==> src/rtl/adc_xfer_pkg.sv <==
package adc_xfer_pkg;

  typedef enum logic [1:0] {
    SQ_IDLE  = 2'd0,
    SQ_PULSE = 2'd1,
    SQ_XFER  = 2'd2,
    SQ_WAIT  = 2'd3
  } seq_state_t;

  function automatic int ns_to_cyc(input int ns, input int clk_ns, input int floor_cyc);
    int c;
    c = (ns + clk_ns - 1) / clk_ns;
    return (c < floor_cyc) ? floor_cyc : c;
  endfunction

endpackage

==> src/rtl/adc_gap_timer.sv <==
module adc_gap_timer #(
  parameter int ACQ_CYC = 40
) (
  input  logic clk,
  input  logic rst_n,
  input  logic busy,
  output logic busy_fell,
  output logic gap_ok
);
  localparam int GW = $clog2(ACQ_CYC + 1);

  logic          busy_q;
  logic [GW-1:0] gap_q, gap_n;

  assign busy_fell = busy_q & ~busy;
  assign gap_ok    = (gap_q >= GW'(ACQ_CYC - 1));

  always_comb begin
    gap_n = gap_q;
    if (busy_fell)                gap_n = GW'(1);
    else if (gap_q != GW'(ACQ_CYC)) gap_n = gap_q + 1'b1;
  end

  always_ff @(posedge clk or negedge rst_n) begin
    if (!rst_n) begin
      busy_q <= 1'b0;
      gap_q  <= GW'(ACQ_CYC);
    end else begin
      busy_q <= busy;
      gap_q  <= gap_n;
    end
  end
endmodule

==> src/rtl/adc_conv_seq.sv <==
module adc_conv_seq
  import adc_xfer_pkg::*;
#(
  parameter int PULSE_CYC = 10
) (
  input  logic clk,
  input  logic rst_n,
  input  logic sample_en,
  input  logic sw_start_mode,
  input  logic gap_ok,
  input  logic busy_fell,
  input  logic frame_done,
  output logic conv_start,
  output logic frame_start
);
  localparam int PW = (PULSE_CYC > 1) ? $clog2(PULSE_CYC) : 1;

  seq_state_t    st_q, st_n;
  logic [PW-1:0] pcnt_q, pcnt_n;
  logic          fell_q, fell_n;
  logic          leave_idle, pulse_last;

  assign leave_idle = (st_q == SQ_IDLE) && sample_en && gap_ok;
  assign pulse_last = (st_q == SQ_PULSE) && (pcnt_q == PW'(PULSE_CYC - 1));
  assign frame_start = (leave_idle && sw_start_mode) || pulse_last;
  assign conv_start  = (st_q == SQ_PULSE);

  always_comb begin
    st_n   = st_q;
    pcnt_n = pcnt_q;
    case (st_q)
      SQ_IDLE: if (leave_idle) begin
        st_n   = sw_start_mode ? SQ_XFER : SQ_PULSE;
        pcnt_n = '0;
      end
      SQ_PULSE: begin
        if (pulse_last) st_n = SQ_XFER;
        else            pcnt_n = pcnt_q + 1'b1;
      end
      SQ_XFER: if (frame_done) st_n = SQ_WAIT;
      SQ_WAIT: if (fell_q) st_n = SQ_IDLE;
      default: st_n = SQ_IDLE;
    endcase
    fell_n = fell_q;
    if (leave_idle) fell_n = 1'b0;
    if (busy_fell)  fell_n = 1'b1;
  end

  always_ff @(posedge clk or negedge rst_n) begin
    if (!rst_n) begin
      st_q   <= SQ_IDLE;
      pcnt_q <= '0;
      fell_q <= 1'b0;
    end else begin
      st_q   <= st_n;
      pcnt_q <= pcnt_n;
      fell_q <= fell_n;
    end
  end
endmodule

==> src/rtl/adc_frame_shift.sv <==
module adc_frame_shift #(
  parameter int WORD_W = 16,
  parameter int RES_W  = 12,
  parameter int HALF   = 2
) (
  input  logic             clk,
  input  logic             rst_n,
  input  logic             start,
  input  logic [WORD_W-1:0] tx_word,
  input  logic             sdi,
  output logic             done,
  output logic             sclk,
  output logic             sync_n,
  output logic             sdo,
  output logic [RES_W-1:0] rx_bits
);
  localparam int HW = (HALF > 1) ? $clog2(HALF) : 1;
  localparam int BW = $clog2(WORD_W);

  logic              act_q, act_n;
  logic              lvl_q, lvl_n;
  logic              done_q, done_n;
  logic [HW-1:0]     hcnt_q, hcnt_n;
  logic [BW-1:0]     bcnt_q, bcnt_n;
  logic [WORD_W-1:0] tx_q, tx_n;
  logic [RES_W-1:0]  rx_q, rx_n;

  always_comb begin
    act_n  = act_q;
    lvl_n  = lvl_q;
    hcnt_n = hcnt_q;
    bcnt_n = bcnt_q;
    tx_n   = tx_q;
    rx_n   = rx_q;
    done_n = 1'b0;
    if (start) begin
      act_n  = 1'b1;
      lvl_n  = 1'b0;
      hcnt_n = '0;
      bcnt_n = '0;
      tx_n   = tx_word;
    end else if (act_q) begin
      if (hcnt_q == HW'(HALF - 1)) begin
        hcnt_n = '0;
        if (!lvl_q) begin
          lvl_n = 1'b1;
          rx_n  = {rx_q[RES_W-2:0], sdi};
        end else begin
          lvl_n = 1'b0;
          tx_n  = {tx_q[WORD_W-2:0], 1'b0};
          if (bcnt_q == BW'(WORD_W - 1)) begin
            act_n  = 1'b0;
            done_n = 1'b1;
          end else begin
            bcnt_n = bcnt_q + 1'b1;
          end
        end
      end else begin
        hcnt_n = hcnt_q + 1'b1;
      end
    end
  end

  always_ff @(posedge clk or negedge rst_n) begin
    if (!rst_n) begin
      act_q  <= 1'b0;
      lvl_q  <= 1'b0;
      done_q <= 1'b0;
      hcnt_q <= '0;
      bcnt_q <= '0;
      tx_q   <= '0;
      rx_q   <= '0;
    end else begin
      act_q  <= act_n;
      lvl_q  <= lvl_n;
      done_q <= done_n;
      hcnt_q <= hcnt_n;
      bcnt_q <= bcnt_n;
      tx_q   <= tx_n;
      rx_q   <= rx_n;
    end
  end

  assign done    = done_q;
  assign sclk    = ~act_q | lvl_q;
  assign sync_n  = ~act_q;
  assign sdo     = act_q & tx_q[WORD_W-1];
  assign rx_bits = rx_q;
endmodule

==> src/rtl/adc_xfer_ctrl.sv <==
module adc_xfer_ctrl
  import adc_xfer_pkg::*;
#(
  parameter int CLK_NS     = 10,
  parameter int PULSE_NS   = 100,
  parameter int ACQ_NS     = 400,
  parameter int SCLK_HALF  = 2,
  parameter int FRAME_BITS = 16,
  parameter int RES_BITS   = 12
) (
  input  logic                  clk,
  input  logic                  rst_n,
  input  logic                  sample_en,
  input  logic                  sw_start_mode,
  input  logic [FRAME_BITS-1:0] ctrl_word,
  input  logic                  busy,
  input  logic                  ser_in,
  output logic                  conv_start,
  output logic                  frame_n,
  output logic                  ser_clk,
  output logic                  ser_out,
  output logic [RES_BITS-1:0]   result,
  output logic                  res_valid
);
  localparam int PULSE_CYC = ns_to_cyc(PULSE_NS, CLK_NS, 1);
  localparam int ACQ_CYC   = ns_to_cyc(ACQ_NS, CLK_NS, 3);

  logic busy_fell, gap_ok, frame_start, frame_done;

  adc_gap_timer #(.ACQ_CYC(ACQ_CYC)) u_gap (
    .clk(clk), .rst_n(rst_n), .busy(busy),
    .busy_fell(busy_fell), .gap_ok(gap_ok)
  );

  adc_conv_seq #(.PULSE_CYC(PULSE_CYC)) u_seq (
    .clk(clk), .rst_n(rst_n), .sample_en(sample_en),
    .sw_start_mode(sw_start_mode), .gap_ok(gap_ok), .busy_fell(busy_fell),
    .frame_done(frame_done), .conv_start(conv_start), .frame_start(frame_start)
  );

  adc_frame_shift #(.WORD_W(FRAME_BITS), .RES_W(RES_BITS), .HALF(SCLK_HALF)) u_frm (
    .clk(clk), .rst_n(rst_n), .start(frame_start), .tx_word(ctrl_word),
    .sdi(ser_in), .done(frame_done), .sclk(ser_clk), .sync_n(frame_n),
    .sdo(ser_out), .rx_bits(result)
  );

  assign res_valid = frame_done;
endmodule

==> config.mk <==
export PLATFORM = sky130hd
export DESIGN_NAME = adc_xfer_ctrl
export DESIGN_NICKNAME = d
export VERILOG_FILES = /design/src/rtl/adc_xfer_pkg.sv /design/src/rtl/adc_gap_timer.sv /design/src/rtl/adc_conv_seq.sv /design/src/rtl/adc_frame_shift.sv /design/src/rtl/adc_xfer_ctrl.sv
export SDC_FILE = /design/constraint.sdc
export NUM_CORES = 1
export LEC_CHECK = 0
export CAP_MARGIN = 20
export CORE_AREA = 3 3 59 103
export CTS_CLUSTER_DIAMETER = 40
export CTS_CLUSTER_SIZE = 25
export DETAILED_ROUTE_END_ITERATION = 7
export DIE_AREA = 0 0 62 106
export DONT_BUFFER_PORTS = 1
export PLACE_DENSITY_LB_ADDON = 0.1
export SYNTH_ARGS = -nofsm -noshare
export SYNTH_HDL_FRONTEND = slang
export SYNTH_SLANG_ARGS = --single-unit
==> constraint.sdc <==
create_clock -name clk -period 3 [get_ports clk]
set_clock_uncertainty 0.2 [all_clocks]
set_input_delay 0.6 -clock clk [delete_from_list [all_inputs] [get_ports clk]]
set_output_delay 0.6 -clock clk [all_outputs]
set_load 0.1 [all_outputs]
==> qor.yml, run 1 <==
synth_fp_nets: 243
min_from: "busy"
drcViolationCount: 0
synth-edff-count: 0
critPathLaunchType: "register"
slew_headroom: 0.380
firstDrtPassIters: 4
crit_fanout: 12
nNetsFinal: 251
r2r_cells: 7
fin_crit_ns: 2.28
worstSkewPairLatency_ns: 0.30
crit_required_ns: 2.99
syn_inst: 211
tightest_slew_ns: 0.931
syn_avg_cell_area_sq_um: 11.3
path_class: "reg -> reg"
maxCapViolCount: 0
nFillCells: 485
layout_common_cells: "dfrtp_1 (48), mux2i_1 (22), nand2_1 (21), o21ai_0 (18), mux2_2 (12)"
numCtsBuffers: 5
yosys.area.top_type: "dfrtp_1"
cts.path.max_buffers: 2
rsz0062_at_grt: "false"
grt_pass1_vias: 1647
die_x_microns: 62
fmax_mhz: 438
via_per_inst: 5.29
clk_pin_slew_ns: 0.09
drive_gt1_frac: 0.155
grt_max_degree: 51
root_buffer: "clkbuf_8"
core_area_sq_mm: 0.00530
status: "completed"
r2r_setup_slack_ns: 0.72
dp.final_hpwl_microns: 3270
async_flop_share: 1.00
setup_violations: 0
mostFrequentLayoutCell: "dfrtp_1"
cp.arrival_ns: 2.28
yosysWarnings: 0
wl_microns: 4460
die-area_sq_mm: 0.00657
synthTopCellsByArea: "dfrtp_1 (51%), mux2i_1 (9.3%), mux2_2 (5.7%)"
antenna_found_initial: 0
hold_depth: 0
fin_crit_sh: 0.761
syn-cell-area_sq_mm: 0.00238
hold_violations: 0
grt.total_usage: 0.143
holdWs_ns: 0.119
grt_pass1_wl_microns: 7180
grt_overflow_total: 0
r2r_end: "u_frm.rx_bits[0]"
cp-end-kind: "register"
cts_tree: "built"
antenna_left: 0
area_growth_pct: 11.1
initial_core_util: 0.448
ios: 39
ys_ff_latch: 50
drt-initial-drc-count: 58
antenna_cells: 0
cts_sinks: 50
io_buffers: 0
worstHoldPathType: "in -> reg"
synth_cell_type_count: 39
wl_per_cell_microns: 15.2
num_rows: 35
finalSetupTns_ns: 0
die_h_microns: 106
ys.flop_type: "dfrtp_1"
min_to: "u_gap.busy_q"
yosysSeqAreaShare: 0.528
yosys.area.top_type_share: 0.506
postCtsSetupBuffers: 0
cts_htree_levels: 2
vias: 1554
gp_congestion: 0.824
reg2reg_from: "u_seq.st_q[1]"
slew_violations: 0
post-route-util: 0.498
-- metal layers --
layer,global-route usage,part of all wire,vias up
met4,0.0577,0.025,0
met2,0.260,0.56,36
met5,0,0,-
li1,-,-,740
met1,0.148,0.38,767
met3,0.0304,0.035,11
-- sequential cells by signal, summed over array words and instances, names as in the netlist, 2 cells and up --
register       count
u_seq.st_q         2
u_gap.gap_q        6
u_frm.bcnt_q       4
u_frm.tx_q        16
u_seq.pcnt_q       4
u_frm.rx_bits     12
-- how the worst max path moves through the flow --
| stage | endpoint | depth (start not counted) | start | slack (ns) |
|---|---|---|---|---|
| 2_1_floorplan | u_frm.rx_bits[10] | 7 | u_seq.st_q[1] | 0.35 |
| 3_3_place_gp | u_frm.rx_bits[11] | 7 | u_seq.st_q[1] | 0.79 |
| 3_5_place_dp | u_frm.rx_bits[0] | 7 | u_seq.st_q[1] | 0.70 |
| 4_1_cts | u_frm.rx_bits[0] | 7 | u_seq.st_q[1] | 0.69 |
| 5_1_grt | u_frm.rx_bits[0] | 7 | u_seq.st_q[1] | 0.58 |
| 6_report | u_frm.rx_bits[0] | 7 | u_seq.st_q[1] | 0.72 |
-- cell type report --
class,count,area (sq um),share of cell area
Sequential cell,50,1250,0.475
Multi-Input combinational cell,143,1050,0.399
Tap cell,74,92.6,0.0351
Timing Repair Buffer,9,90.1,0.0341
Clock buffer,5,68.8,0.0261
Clock inverter,3,43.8,0.0166
Inverter,10,37.5,0.0142
-- kinds of logic (layout without fill, tap and decap cells) --
logic type | Yosys count | after routing | share of synthesized area
muxes | 34 | 34 | 0.150
adders and majority gates | 10 | 10 | 0.0527
and+or+nand+nor | 59 | 59 | 0.123
buffers and inverters | 18 | 27 | 0.0353
xor gates and xnor gates | 8 | 8 | 0.0295
DFF | 50 | 50 | 0.528
AOI/OAI and AO/OA | 32 | 32 | 0.0822
-- per-stage QoR --
stage | setup WS (ns) | cells | cell area [sq um]
4_1_cts | 0.688 | 294 | 2640
3_5_place_dp | 0.699 | 284 | 2490
6_report | 0.716 | 294 | 2640
3_3_place_gp | 0.789 | 284 | 2490
2_1_floorplan | 0.351 | 211 | 2380
5_1_grt | 0.580 | 294 | 2640
-- what timing repair did --
action                    4_1_cts  5_1_grt
hold endpoints to repair       50        0
hold buffers                    2        0
resized for setup               0        0
-- critical path, cell delays in order, from the launching register on --
cell and delay [ns]:
dfrtp_1 0.38, inv_1 0.10, ha_1 0.21, nand4b_1 0.20, or3b_1 0.39, a21oi_2 0.13, buf_4 0.21, mux2_2 0.35
-- Yosys cell counts, types with 4 or more instances --
master    number
mux2_2        12
nand3_1        7
nand2b_1       4
inv_1         10
nand2_1       21
nor3_1         5
xor2_1         4
o21ai_0       18
nor2_1         9
dfrtp_1       48
xnor2_1        4
ha_1          10
mux2i_1       22
buf_2          4
Power of run 1 is not shown: default switching activity piles up to over one toggle a cycle in this logic, so the estimate is an artifact.
==> inputs of run 2 (changes only) <==
- ABC_AREA: not set -> 1
- CORE_AREA: 3 3 59 103 -> 3 3 61 106
- DIE_AREA: 0 0 62 106 -> 0 0 64 109
- clock period: 3 -> 2.1 ns (I/O delays scaled with it)
==> qor.yml, run 2 <==
setup_ws_ns: 0.159
synth_xor_area_frac: 0.0171
critPathLaunchType: "register"
synth.most_common_cell: "nand2_1"
slowest_stage: "dfrtp_1"
cp_slowest_stage_delay_ns: 0.42
fin_crit_ns: 1.94
grt_pass1_wl_microns: 8940
grt.total_usage: 0.160
status: "completed"
crit_start: "u_seq.st_q[1]"
largest_reg_flops: 16
crit_chain: "inv_1 > ha_4 > buf_4"
p_switching_mw: 2.34
drive_gt1_frac: 0.125
mostFrequentLayoutCell: "nand2_1"
path_buf_inv: 2
io_buffers: 0
finalPower_mw: 4.52
yosysSeqAreaShare: 0.491
synth-edff-count: 0
vias: 2038
tightest_slew_ns: 0.468
grt_pass1_vias: 2096
drcViolationCount: 0
numCtsBuffers: 5
synthTopCellsByArea: "dfrtp_1 (47%), nand2_1 (22%), ha_1 (4.9%)"
nNetsFinal: 375
clk_pin_slew_ns: 0.09
synth_fa_ha_area_frac: 0.0490
power.share.combinational: 0.545
holdWs_ns: 0.0422
cp_num_cells: 3
postCtsSetupBuffers: 0
dp.final_hpwl_microns: 3640
syn_inst: 319
synth_compound_area_frac: 0.0382
post_dp_cell_area_sq_mm: 0.00277
r2r_cells: 9
cts_htree_levels: 2
leakagePower_nw: 1.57
antenna_left: 0
yosysWarnings: 0
root_buffer: "clkbuf_8"
r2r_end: "u_frm.lvl_q"
gp_congestion: 0.755
finalSetupTns_ns: 0
cp.arrival_ns: 1.32
clockPowerShare: 0.116
synth_fp_nets: 351
cts_sinks: 50
ios: 39
die-area_sq_mm: 0.00698
wl_microns: 5080
synthMuxAreaShare: 0.00392
p_seq_frac: 0.339
cp-end-kind: "output port"
switching_share: 0.518
cp_top_family: "buffers and inverters"
ys_ff_latch: 50
rsz0062_at_grt: "false"
fmax_mhz: 515
initial_core_util: 0.454
slew_headroom: 0.687
yosys.area.top_type_share: 0.470
synth-simple-area-share: 0.341
slew_violations: 0
cp-endpoint: "conv_start"
antenna_cells: 0
synthTopCellsByCount: "nand2_1 (151), dfrtp_1 (48), nand3_1 (25), inv_1 (21), nor2_1 (15)"
design_area_sq_mm: 0.00291
grt_max_degree: 51
cts.path.max_buffers: 2
synth_top_family_by_area: "simple AND/OR/NAND/NOR gates"
die_x_microns: 64
post-route-util: 0.517
async_flop_share: 1.00
fin_crit_sh: 0.924
post-place-ws_ns: 0.0369
layout_common_cells: "nand2_1 (151), dfrtp_1 (48), nand3_1 (25), buf_4 (22), inv_1 (21)"
placed_cells: 409
antenna_found_initial: 0
largest-register: "u_frm.tx_q"
wl_per_cell_microns: 12.1
reg2reg_from: "u_seq.st_q[1]"
firstDrtPassIters: 4
r2r_setup_slack_ns: 0.22
path_class: "reg -> out"
p_int_mw: 2.18
worstSkewPairLatency_ns: 0.30
p_per_area_mw_per_mm2: 1550
die_h_microns: 109
drt-initial-drc-count: 82
setup_violations: 0
yosys.area.top_type: "dfrtp_1"
syn_avg_cell_area_sq_um: 8.01
area_growth_pct: 14.0
worstHoldPathType: "in -> reg"
fin_cells: 419
crit_fanout: 4
via_per_inst: 4.86
cts_tree: "built"
grt_overflow_total: 0
crit_required_ns: 1.48
maxCapViolCount: 0
synth_cell_type_count: 32
num_rows: 36
syn-cell-area_sq_mm: 0.00255
hold_violations: 0
peakVddDrop_v: 0.000524
core_area_sq_mm: 0.00563
ys.flop_type: "dfrtp_1"
run 2: cell types whose count changed in the layout (fill, tap and decap cells not counted), sizes merged, moves of 4 or more:
cell | before | now
o21ai | 18 | 9
nor2 | 10 | 16
inv | 11 | 23
buf | 8 | 24
mux2i | 22 | 1
nand3 | 7 | 27
mux2 | 12 | 0
nand2b | 4 | 0
nand2 | 21 | 153
run 2: cell type report:
class | instances | area, sq um
fill | 556 | 2720
sequential | 50 | 1250
multi-input combinational | 237 | 1170
timing repair buffer | 26 | 228
tap | 76 | 95.1
inverter | 23 | 86.3
clock buffer | 6 | 72.6
clock inverter | 1 | 7.51
run 2: how the worst min path moves through the flow:
stage / startpoint / to / slack (ns) / depth (start not counted)
final: ctrl_word[0] / u_frm.tx_q[0] / 0.04 / 2
after global routing: ctrl_word[0] / u_frm.tx_q[0] / 0.03 / 2
after CTS: ctrl_word[0] / u_frm.tx_q[0] / 0.03 / 2
after detailed placement: rst_n / u_gap.gap_q[1] / -0.07 / 0
after global placement: rst_n / u_gap.gap_q[0] / -0.07 / 0
after floorplan: rst_n / u_frm.act_q / -0.08 / 0
run 2: logic make-up after synthesis:
kind of cell / after synthesis
and+or+nand+nor: 204
DFF: 50
buffers and inverters: 32
AOI/OAI and AO/OA: 17
adders and majority gates: 10
xor gates and xnor gates: 5
muxes: 1
run 2: timing repair:
item,in CTS,in global routing
gates resized for setup,0,3
setup endpoints to repair,0,23
endpoints found under the hold margin,51,0
hold buffers,3,0
run 2: power by group through the flow:
stage               registers (mW)  clock network [mW]  logic [mW]
global route                  1.59               0.585        2.72
floorplan                     2.10                   0        1.45
detailed placement            1.55                   0        2.46
CTS                           1.53               0.550        2.49
finish                        1.53               0.524        2.46
global placement              1.54                   0        2.44
run 2: routing by layer:
metal / track usage / part of all wire / vias up
met5: 0 / 0 / -
met2: 0.303 / 0.52 / 45
li1: - / - / 1047
met1: 0.172 / 0.41 / 936
met3: 0.0320 / 0.043 / 10
met4: 0.0587 / 0.020 / 0
Note: power is estimated with default switching activity, not from simulation.
